File: src/rtl/rdbuf_pkg.sv
package rdbuf_pkg;
   typedef enum logic [1:0] {
      ST_IDLE   = 2'd0,
      ST_ASK    = 2'd1,
      ST_FILL   = 2'd2,
      ST_ANSWER = 2'd3
   } rd_state_e;
endpackage

File: src/rtl/rdbuf_tag_cmp.sv
module rdbuf_tag_cmp #(
   parameter int unsigned TAG_W = 14
) (
   input  logic             line_valid,
   input  logic [TAG_W-1:0] line_tag,
   input  logic [TAG_W-1:0] req_tag,
   input  logic             flush,
   output logic             hit
);
   // a flush in the same cycle hides the line from the request
   assign hit = line_valid && !flush && (line_tag == req_tag);
endmodule

File: src/rtl/rdbuf_line_store.sv
module rdbuf_line_store #(
   parameter int unsigned WORD_W     = 32,
   parameter int unsigned BEAT_W     = 16,
   parameter int unsigned LINE_WORDS = 4,
   localparam int unsigned BPW   = WORD_W / BEAT_W,
   localparam int unsigned BEATS = LINE_WORDS * BPW,
   localparam int unsigned CNT_W = (BEATS > 1) ? $clog2(BEATS) : 1,
   localparam int unsigned OFS_W = (LINE_WORDS > 1) ? $clog2(LINE_WORDS) : 1
) (
   input  logic              clk,
   input  logic              beat_we,
   input  logic [CNT_W-1:0]  beat_idx,
   input  logic [BEAT_W-1:0] beat_data,
   input  logic              word_we,
   input  logic [OFS_W-1:0]  word_sel,
   input  logic [WORD_W-1:0] word_data,
   input  logic [OFS_W-1:0]  rd_sel,
   output logic [WORD_W-1:0] rd_word
);
   logic [LINE_WORDS*WORD_W-1:0] line_flat;

   for (genvar w = 0; w < LINE_WORDS; w++) begin : g_word
      for (genvar h = 0; h < BPW; h++) begin : g_half
         localparam int unsigned SLOT = w * BPW + h;
         logic [BEAT_W-1:0] half_q;
         always_ff @(posedge clk) begin
            if (beat_we && (beat_idx == CNT_W'(SLOT))) begin
               half_q <= beat_data;
            end else if (word_we && (word_sel == OFS_W'(w))) begin
               half_q <= word_data[h*BEAT_W +: BEAT_W];
            end
         end
         assign line_flat[w*WORD_W + h*BEAT_W +: BEAT_W] = half_q;
      end
   end

   assign rd_word = line_flat[rd_sel*WORD_W +: WORD_W];
endmodule

File: src/rtl/rdbuf_fill_fsm.sv
module rdbuf_fill_fsm
   import rdbuf_pkg::*;
#(
   parameter int unsigned ADDR_W = 16,
   parameter int unsigned BEATS  = 8,
   localparam int unsigned CNT_W = (BEATS > 1) ? $clog2(BEATS) : 1
) (
   input  logic              clk,
   input  logic              rst_n,
   input  logic              start_miss,
   input  logic [ADDR_W-1:0] miss_addr,
   input  logic              flush,
   input  logic              burst_gnt,
   input  logic              beat_valid,
   output logic              burst_req,
   output logic [ADDR_W-1:0] burst_addr,
   output logic              beat_we,
   output logic [CNT_W-1:0]  beat_idx,
   output logic              fill_done,
   output logic              keep_line,
   output logic              answer,
   output logic              idle
);
   rd_state_e         state_q;
   logic [CNT_W-1:0]  cnt_q;
   logic              kill_q;
   logic [ADDR_W-1:0] addr_q;

   always_ff @(posedge clk) begin
      if (!rst_n) begin
         state_q <= ST_IDLE;
         cnt_q   <= '0;
         kill_q  <= 1'b0;
         addr_q  <= '0;
      end else begin
         // a flush seen after the miss started spoils the line being filled
         if (state_q == ST_IDLE)  kill_q <= 1'b0;
         else if (flush)          kill_q <= 1'b1;
         unique case (state_q)
            ST_IDLE: if (start_miss) begin
               state_q <= ST_ASK;
               addr_q  <= miss_addr;
            end
            ST_ASK: if (burst_gnt) begin
               state_q <= ST_FILL;
               cnt_q   <= '0;
            end
            ST_FILL: if (beat_valid) begin
               cnt_q <= cnt_q + 1'b1;
               if (cnt_q == CNT_W'(BEATS - 1)) state_q <= ST_ANSWER;
            end
            ST_ANSWER: state_q <= ST_IDLE;
            default:   state_q <= ST_IDLE;
         endcase
      end
   end

   assign burst_req  = (state_q == ST_ASK);
   assign burst_addr = addr_q;
   assign beat_we    = (state_q == ST_FILL) && beat_valid;
   assign beat_idx   = cnt_q;
   assign fill_done  = beat_we && (cnt_q == CNT_W'(BEATS - 1));
   assign keep_line  = !kill_q && !flush;
   assign answer     = (state_q == ST_ANSWER);
   assign idle       = (state_q == ST_IDLE);
endmodule

File: src/rtl/burst_line_rdbuf.sv
module burst_line_rdbuf #(
   parameter int unsigned ADDR_W     = 16,
   parameter int unsigned WORD_W     = 32,
   parameter int unsigned BEAT_W     = 16,
   parameter int unsigned LINE_WORDS = 4,
   parameter int unsigned WIN_LO     = 32'h8000,
   parameter bit          WR_UPDATE  = 1'b1
) (
   input  logic              clk,
   input  logic              rst_n,
   input  logic              flush,
   input  logic              req_valid,
   output logic              req_ready,
   input  logic              req_write,
   input  logic [ADDR_W-1:0] req_addr,
   input  logic [WORD_W-1:0] req_wdata,
   output logic              rsp_valid,
   output logic              rsp_err,
   output logic [WORD_W-1:0] rsp_rdata,
   output logic              burst_req,
   input  logic              burst_gnt,
   output logic [ADDR_W-1:0] burst_addr,
   input  logic              beat_valid,
   input  logic [BEAT_W-1:0] beat_data
);
   localparam int unsigned BPW   = WORD_W / BEAT_W;
   localparam int unsigned BEATS = LINE_WORDS * BPW;
   localparam int unsigned CNT_W = (BEATS > 1) ? $clog2(BEATS) : 1;
   localparam int unsigned OFS_W = (LINE_WORDS > 1) ? $clog2(LINE_WORDS) : 1;
   localparam int unsigned TAG_W = ADDR_W - OFS_W;

   // elaboration checks on the parameter set
   if (WORD_W % BEAT_W != 0) begin : g_bad_ratio
      $error("WORD_W must be a multiple of BEAT_W");
   end
   if ((LINE_WORDS < 2) || ((LINE_WORDS & (LINE_WORDS - 1)) != 0)) begin : g_bad_line
      $error("LINE_WORDS must be a power of two, at least 2");
   end
   if ((ADDR_W < 32) && (WIN_LO >= (32'd1 << ADDR_W))) begin : g_bad_win
      $error("WIN_LO lies outside the address space");
   end

   logic              acc, in_win, hit;
   logic              start_miss, wr_hit, word_we, wr_drop;
   logic              line_valid_q;
   logic [TAG_W-1:0]  line_tag_q;
   logic [OFS_W-1:0]  miss_sel_q, rd_sel;
   logic [WORD_W-1:0] rd_word;
   logic              beat_we, fill_done, keep_line, answer, idle;
   logic [CNT_W-1:0]  beat_idx;
   logic [ADDR_W-1:0] miss_addr;
   logic [TAG_W-1:0]  req_tag;

   assign req_tag   = req_addr[ADDR_W-1:OFS_W];
   assign miss_addr = {req_tag, {OFS_W{1'b0}}};
   assign req_ready = idle;
   assign acc       = req_valid && idle;

   if (WIN_LO == 0) begin : g_win_all
      assign in_win = 1'b1;
   end else begin : g_win_upper
      assign in_win = (req_addr >= ADDR_W'(WIN_LO));
   end

   rdbuf_tag_cmp #(.TAG_W(TAG_W)) u_tag (
      .line_valid (line_valid_q),
      .line_tag   (line_tag_q),
      .req_tag    (req_tag),
      .flush      (flush),
      .hit        (hit)
   );

   assign start_miss = acc && in_win && !req_write && !hit;
   assign wr_hit     = acc && in_win && req_write && hit;

   // write policy: refresh the word in place, or drop the line
   if (WR_UPDATE) begin : g_wr_update
      assign word_we = wr_hit;
      assign wr_drop = 1'b0;
   end else begin : g_wr_drop
      assign word_we = 1'b0;
      assign wr_drop = wr_hit;
   end

   rdbuf_fill_fsm #(.ADDR_W(ADDR_W), .BEATS(BEATS)) u_fsm (
      .clk        (clk),
      .rst_n      (rst_n),
      .start_miss (start_miss),
      .miss_addr  (miss_addr),
      .flush      (flush),
      .burst_gnt  (burst_gnt),
      .beat_valid (beat_valid),
      .burst_req  (burst_req),
      .burst_addr (burst_addr),
      .beat_we    (beat_we),
      .beat_idx   (beat_idx),
      .fill_done  (fill_done),
      .keep_line  (keep_line),
      .answer     (answer),
      .idle       (idle)
   );

   assign rd_sel = answer ? miss_sel_q : req_addr[OFS_W-1:0];

   rdbuf_line_store #(
      .WORD_W     (WORD_W),
      .BEAT_W     (BEAT_W),
      .LINE_WORDS (LINE_WORDS)
   ) u_store (
      .clk       (clk),
      .beat_we   (beat_we),
      .beat_idx  (beat_idx),
      .beat_data (beat_data),
      .word_we   (word_we),
      .word_sel  (req_addr[OFS_W-1:0]),
      .word_data (req_wdata),
      .rd_sel    (rd_sel),
      .rd_word   (rd_word)
   );

   always_ff @(posedge clk) begin
      if (!rst_n) begin
         line_valid_q <= 1'b0;
         line_tag_q   <= '0;
         miss_sel_q   <= '0;
      end else begin
         if (start_miss) begin
            line_tag_q <= req_tag;
            miss_sel_q <= req_addr[OFS_W-1:0];
         end
         if (flush || start_miss || wr_drop) line_valid_q <= 1'b0;
         else if (fill_done && keep_line)    line_valid_q <= 1'b1;
      end
   end

   always_ff @(posedge clk) begin
      if (!rst_n) begin
         rsp_valid <= 1'b0;
         rsp_err   <= 1'b0;
         rsp_rdata <= '0;
      end else begin
         rsp_valid <= answer || (acc && (!in_win || req_write || hit));
         rsp_err   <= acc && !in_win;
         if (answer || (acc && in_win && !req_write && hit)) rsp_rdata <= rd_word;
      end
   end
endmodule

File: config.mk
export PLATFORM = sky130hd
export DESIGN_NAME = burst_line_rdbuf
export DESIGN_NICKNAME = d
export VERILOG_FILES = /design/src/rtl/rdbuf_pkg.sv /design/src/rtl/rdbuf_tag_cmp.sv /design/src/rtl/rdbuf_line_store.sv /design/src/rtl/rdbuf_fill_fsm.sv /design/src/rtl/burst_line_rdbuf.sv
export SDC_FILE = /design/constraint.sdc
export NUM_CORES = 1
export LEC_CHECK = 0
export ABC_AREA = 1
export ABC_CLOCK_PERIOD_IN_PS = 5040
export BUFFER_PORTS_ARGS = -buffer_cell sky130_fd_sc_hd__buf_2
export CAP_MARGIN = 20
export CELL_PAD_IN_SITES_DETAIL_PLACEMENT = 1
export CELL_PAD_IN_SITES_GLOBAL_PLACEMENT = 2
export CORE_MARGIN = 2
export CORE_UTILIZATION = 38
export DETAILED_ROUTE_END_ITERATION = 8
export PLACE_DENSITY = 0.83
export SETUP_SLACK_MARGIN = 0.05
export SLEW_MARGIN = 20
export SYNTH_ARGS = -nofsm -noshare
export SYNTH_HDL_FRONTEND = slang
export SYNTH_SLANG_ARGS = --single-unit
File: constraint.sdc
create_clock -name clk -period 5.04 [get_ports clk]
set_input_delay 1.008 -clock clk [delete_from_list [all_inputs] [get_ports clk]]
set_output_delay 1.008 -clock clk [all_outputs]
set_load 0.05 [all_outputs]
==> metrics.txt <==
largest net degree at the start of global routing 65; clock root buffer clkbuf_16; commonest non-fill, non-tap cell in the layout nand2_1; Final Hold Violating Endpoints 0; FF-to-FF End rsp_rdata[31]$_SDFFE_PN0P_; TritonCTS buffer count 17; leading area contributor after synthesis edfxtp_1; worst reg2reg path depth 9; Final ANT Viol Nets 0; Hold WC Path Type register to register; arrival time worst endpoint 3.24 ns; Clock Sinks 199; area grow syn2layout 15.22%; Synth Cell Area 9274 um2; Worst Hold Launch u_fsm.burst_addr[6]$_SDFFE_PN0P_; Synth area leaders edfxtp_1 41%, dfxtp_1 15%, o21ai_0 9.8%; IO Port Bufs 120; Starting DRT DRC Count 365; CTS Hold Bufs 0; crit path kind register to register; initial antenna violation count 2; FP Rows 57; actual slew at the worst max-slew pin 1.009 ns; total congestion overflow 0; die width 160.2 um; first-pass GRT wire length ~42000 um; overall global routing resource usage 20.71%; Setup-failing EPs final 0; Fmax 0.3500 GHz; Syn Area/Cell 8.683 um2; # resized after CTS 0; max_cap viols 0; Tmin final 2.857 ns; Worst Path Max Fanout 64; final clock skew 0.01297 ns; routability cong. 0.7381; Vert. Die Dim 160.2 um; flop2flop setup slack 2.18 ns; WHS Path Cells 2; vias per cell 5.075; status completed; RSZ-0062 raised after global routing false; Total Wirelength 26030 um; Crit. End Element register; most frequent cells in the layout 235 x nand2_1, 177 x nor2_1, 176 x o21ai_0, 128 x edfxtp_1, 120 x buf_2; setup bufs post-CTS 0; R2R Path Start u_fsm.state_q[1]$_SDFFE_PN0P_; post-synth top area share 41.45%; Reg clk slew, reported paths approximately 0.080 ns; post-layout util 44.33%; TNS Setup 0 ns; synthesized instance count 1068; Worst Hold Endpoint u_fsm.burst_addr[6]$_SDFFE_PN0P_; Hold WS 0.4635 ns; I/O pin count between 100 and 150; DR WL/cell ~17 um; pre-CTS worst setup slack 1.757 ns; final period utilization 56.69%; power per cell area 377.6 nW/um2; post-synth cell types 33; synth warn 0; Worst-Skew Late Latency 0.44 ns; initial core utilization 38.47%; die area 25670 um2; Seq/Total Area, Yosys 56.77%; nets 1244; vias post-DR 7618; # DRC 0; CTS H-tree lvls 4; Clock Tree Buf Depth 2; setup ws final roughly 2.2 ns; Leak Pwr 0.004343 uW; vias in the first global route 7720; CTS tree done; Slew HR 32.68%; worst vdd rail ir drop 191.0 uV; critical path required time 5.42 ns; HPWL Detailed 17030 um; Slew Viols, Final 0; fraction of layout cells with a size suffix above 1 16.09%; CORE AREA 24110 um2; #FFs+latches synth 199; CP Launch Type register; first drt pass iteration count 4
==> worst max-delay path, stage by stage, from the launching register on <==
cell	delay, ns
dfxtp_1	0.39
ha_1	0.24
inv_2	0.11
nand2_1	0.11
nand2_2	0.35
inv_4	0.71
nor2_1	0.08
o32ai_1	0.60
nor2_1	0.08
nor2_1	0.10
==> area by class of cell <==
cell class                 instances  area [um2]
tap                              324       405.4
timing repair buffer             136       720.7
clock inverter                    15       166.4
clock buffer                      17       425.4
antenna                            2       5.005
fill                            2924       13420
multi-input combinational        731        3406
sequential                       199        5265
inverter                          77       291.5
==> power breakdown <==
part | internal [uW] | switching, uW | total (uW) | leakage, uW
clock | 744 | 652 | 1400 | 0.000287
sequential | 1820 | 41.6 | 1860 | 0.00173
combinational | 211 | 565 | 775 | 0.00233
==> worst max path at each step <==
stage / from / end / slack, ns / cells past startpoint
after floorplan: req_addr[6] / u_store.g_word[2].g_half[1].half_q[0]$_DFFE_PP_ / 1.74 / 10
after global placement: beat_valid / u_store.g_word[0].g_half[0].half_q[13]$_DFFE_PP_ / 1.81 / 6
after detailed placement: beat_valid / u_store.g_word[0].g_half[0].half_q[8]$_DFFE_PP_ / 1.76 / 6
after CTS: u_fsm.state_q[0]$_SDFFE_PN0P_ / u_store.g_word[0].g_half[0].half_q[12]$_DFFE_PP_ / 2.13 / 7
after global routing: u_fsm.state_q[1]$_SDFFE_PN0P_ / rsp_rdata[31]$_SDFFE_PN0P_ / 1.95 / 9
final: u_fsm.state_q[1]$_SDFFE_PN0P_ / rsp_rdata[31]$_SDFFE_PN0P_ / 2.18 / 9
==> registers in the layout, summed over array words and instances (netlist names) <==
signal,flops
rsp_err,1
u_store.g_word.g_half.half_q,128
line_valid_q,1
u_fsm.burst_addr,14
miss_sel_q,2
rsp_valid,1
line_tag_q,14
u_fsm.beat_idx,3
rsp_rdata,32
u_fsm.kill_q,1
u_fsm.state_q,2
==> Yosys cell counts, drive strengths merged <==
| master | n |
|---|---|
| o21a | 11 |
| a31oi | 1 |
| inv | 76 |
| o32ai | 21 |
| nor4 | 1 |
| buf | 24 |
| nand2 | 242 |
| o21ai | 202 |
| edfxtp | 128 |
| conb | 1 |
| clkinv | 1 |
| o22ai | 3 |
| a21oi | 33 |
| xnor2 | 1 |
| nor2 | 181 |
| dfxtp | 71 |
| nand3 | 19 |
| clkbuf | 38 |
| ha | 11 |
| nor3 | 3 |
==> cell families after synthesis <==
logic type	Yosys count	synth area share [%]
buffers and inverters	139	6.813
AND/OR/NAND/NOR	446	18.93
AO/OA/AOI/OAI	271	15.87
XOR/XNOR	1	0.09446
adder cells (fa/ha/maj)	11	1.484
other	1	0.04044
flip-flops	199	56.77
==> routing by layer <==
metal,track usage [%],routed length (um)
met5,0,0
met4,5.815,488
met3,4.182,1105
met2,35.12,12610
met1,26.98,11830
==> per-stage QoR <==
stage               power [uW]  instances  area [um2]
CTS                       4068       1499       10670
global route              4218       1499       10680
finish                    4035       1501       10690
global placement          2669       1467       10080
detailed placement        2683       1467       10080
floorplan                 2469       1069        9278
(Power assumes the default switching activity.)
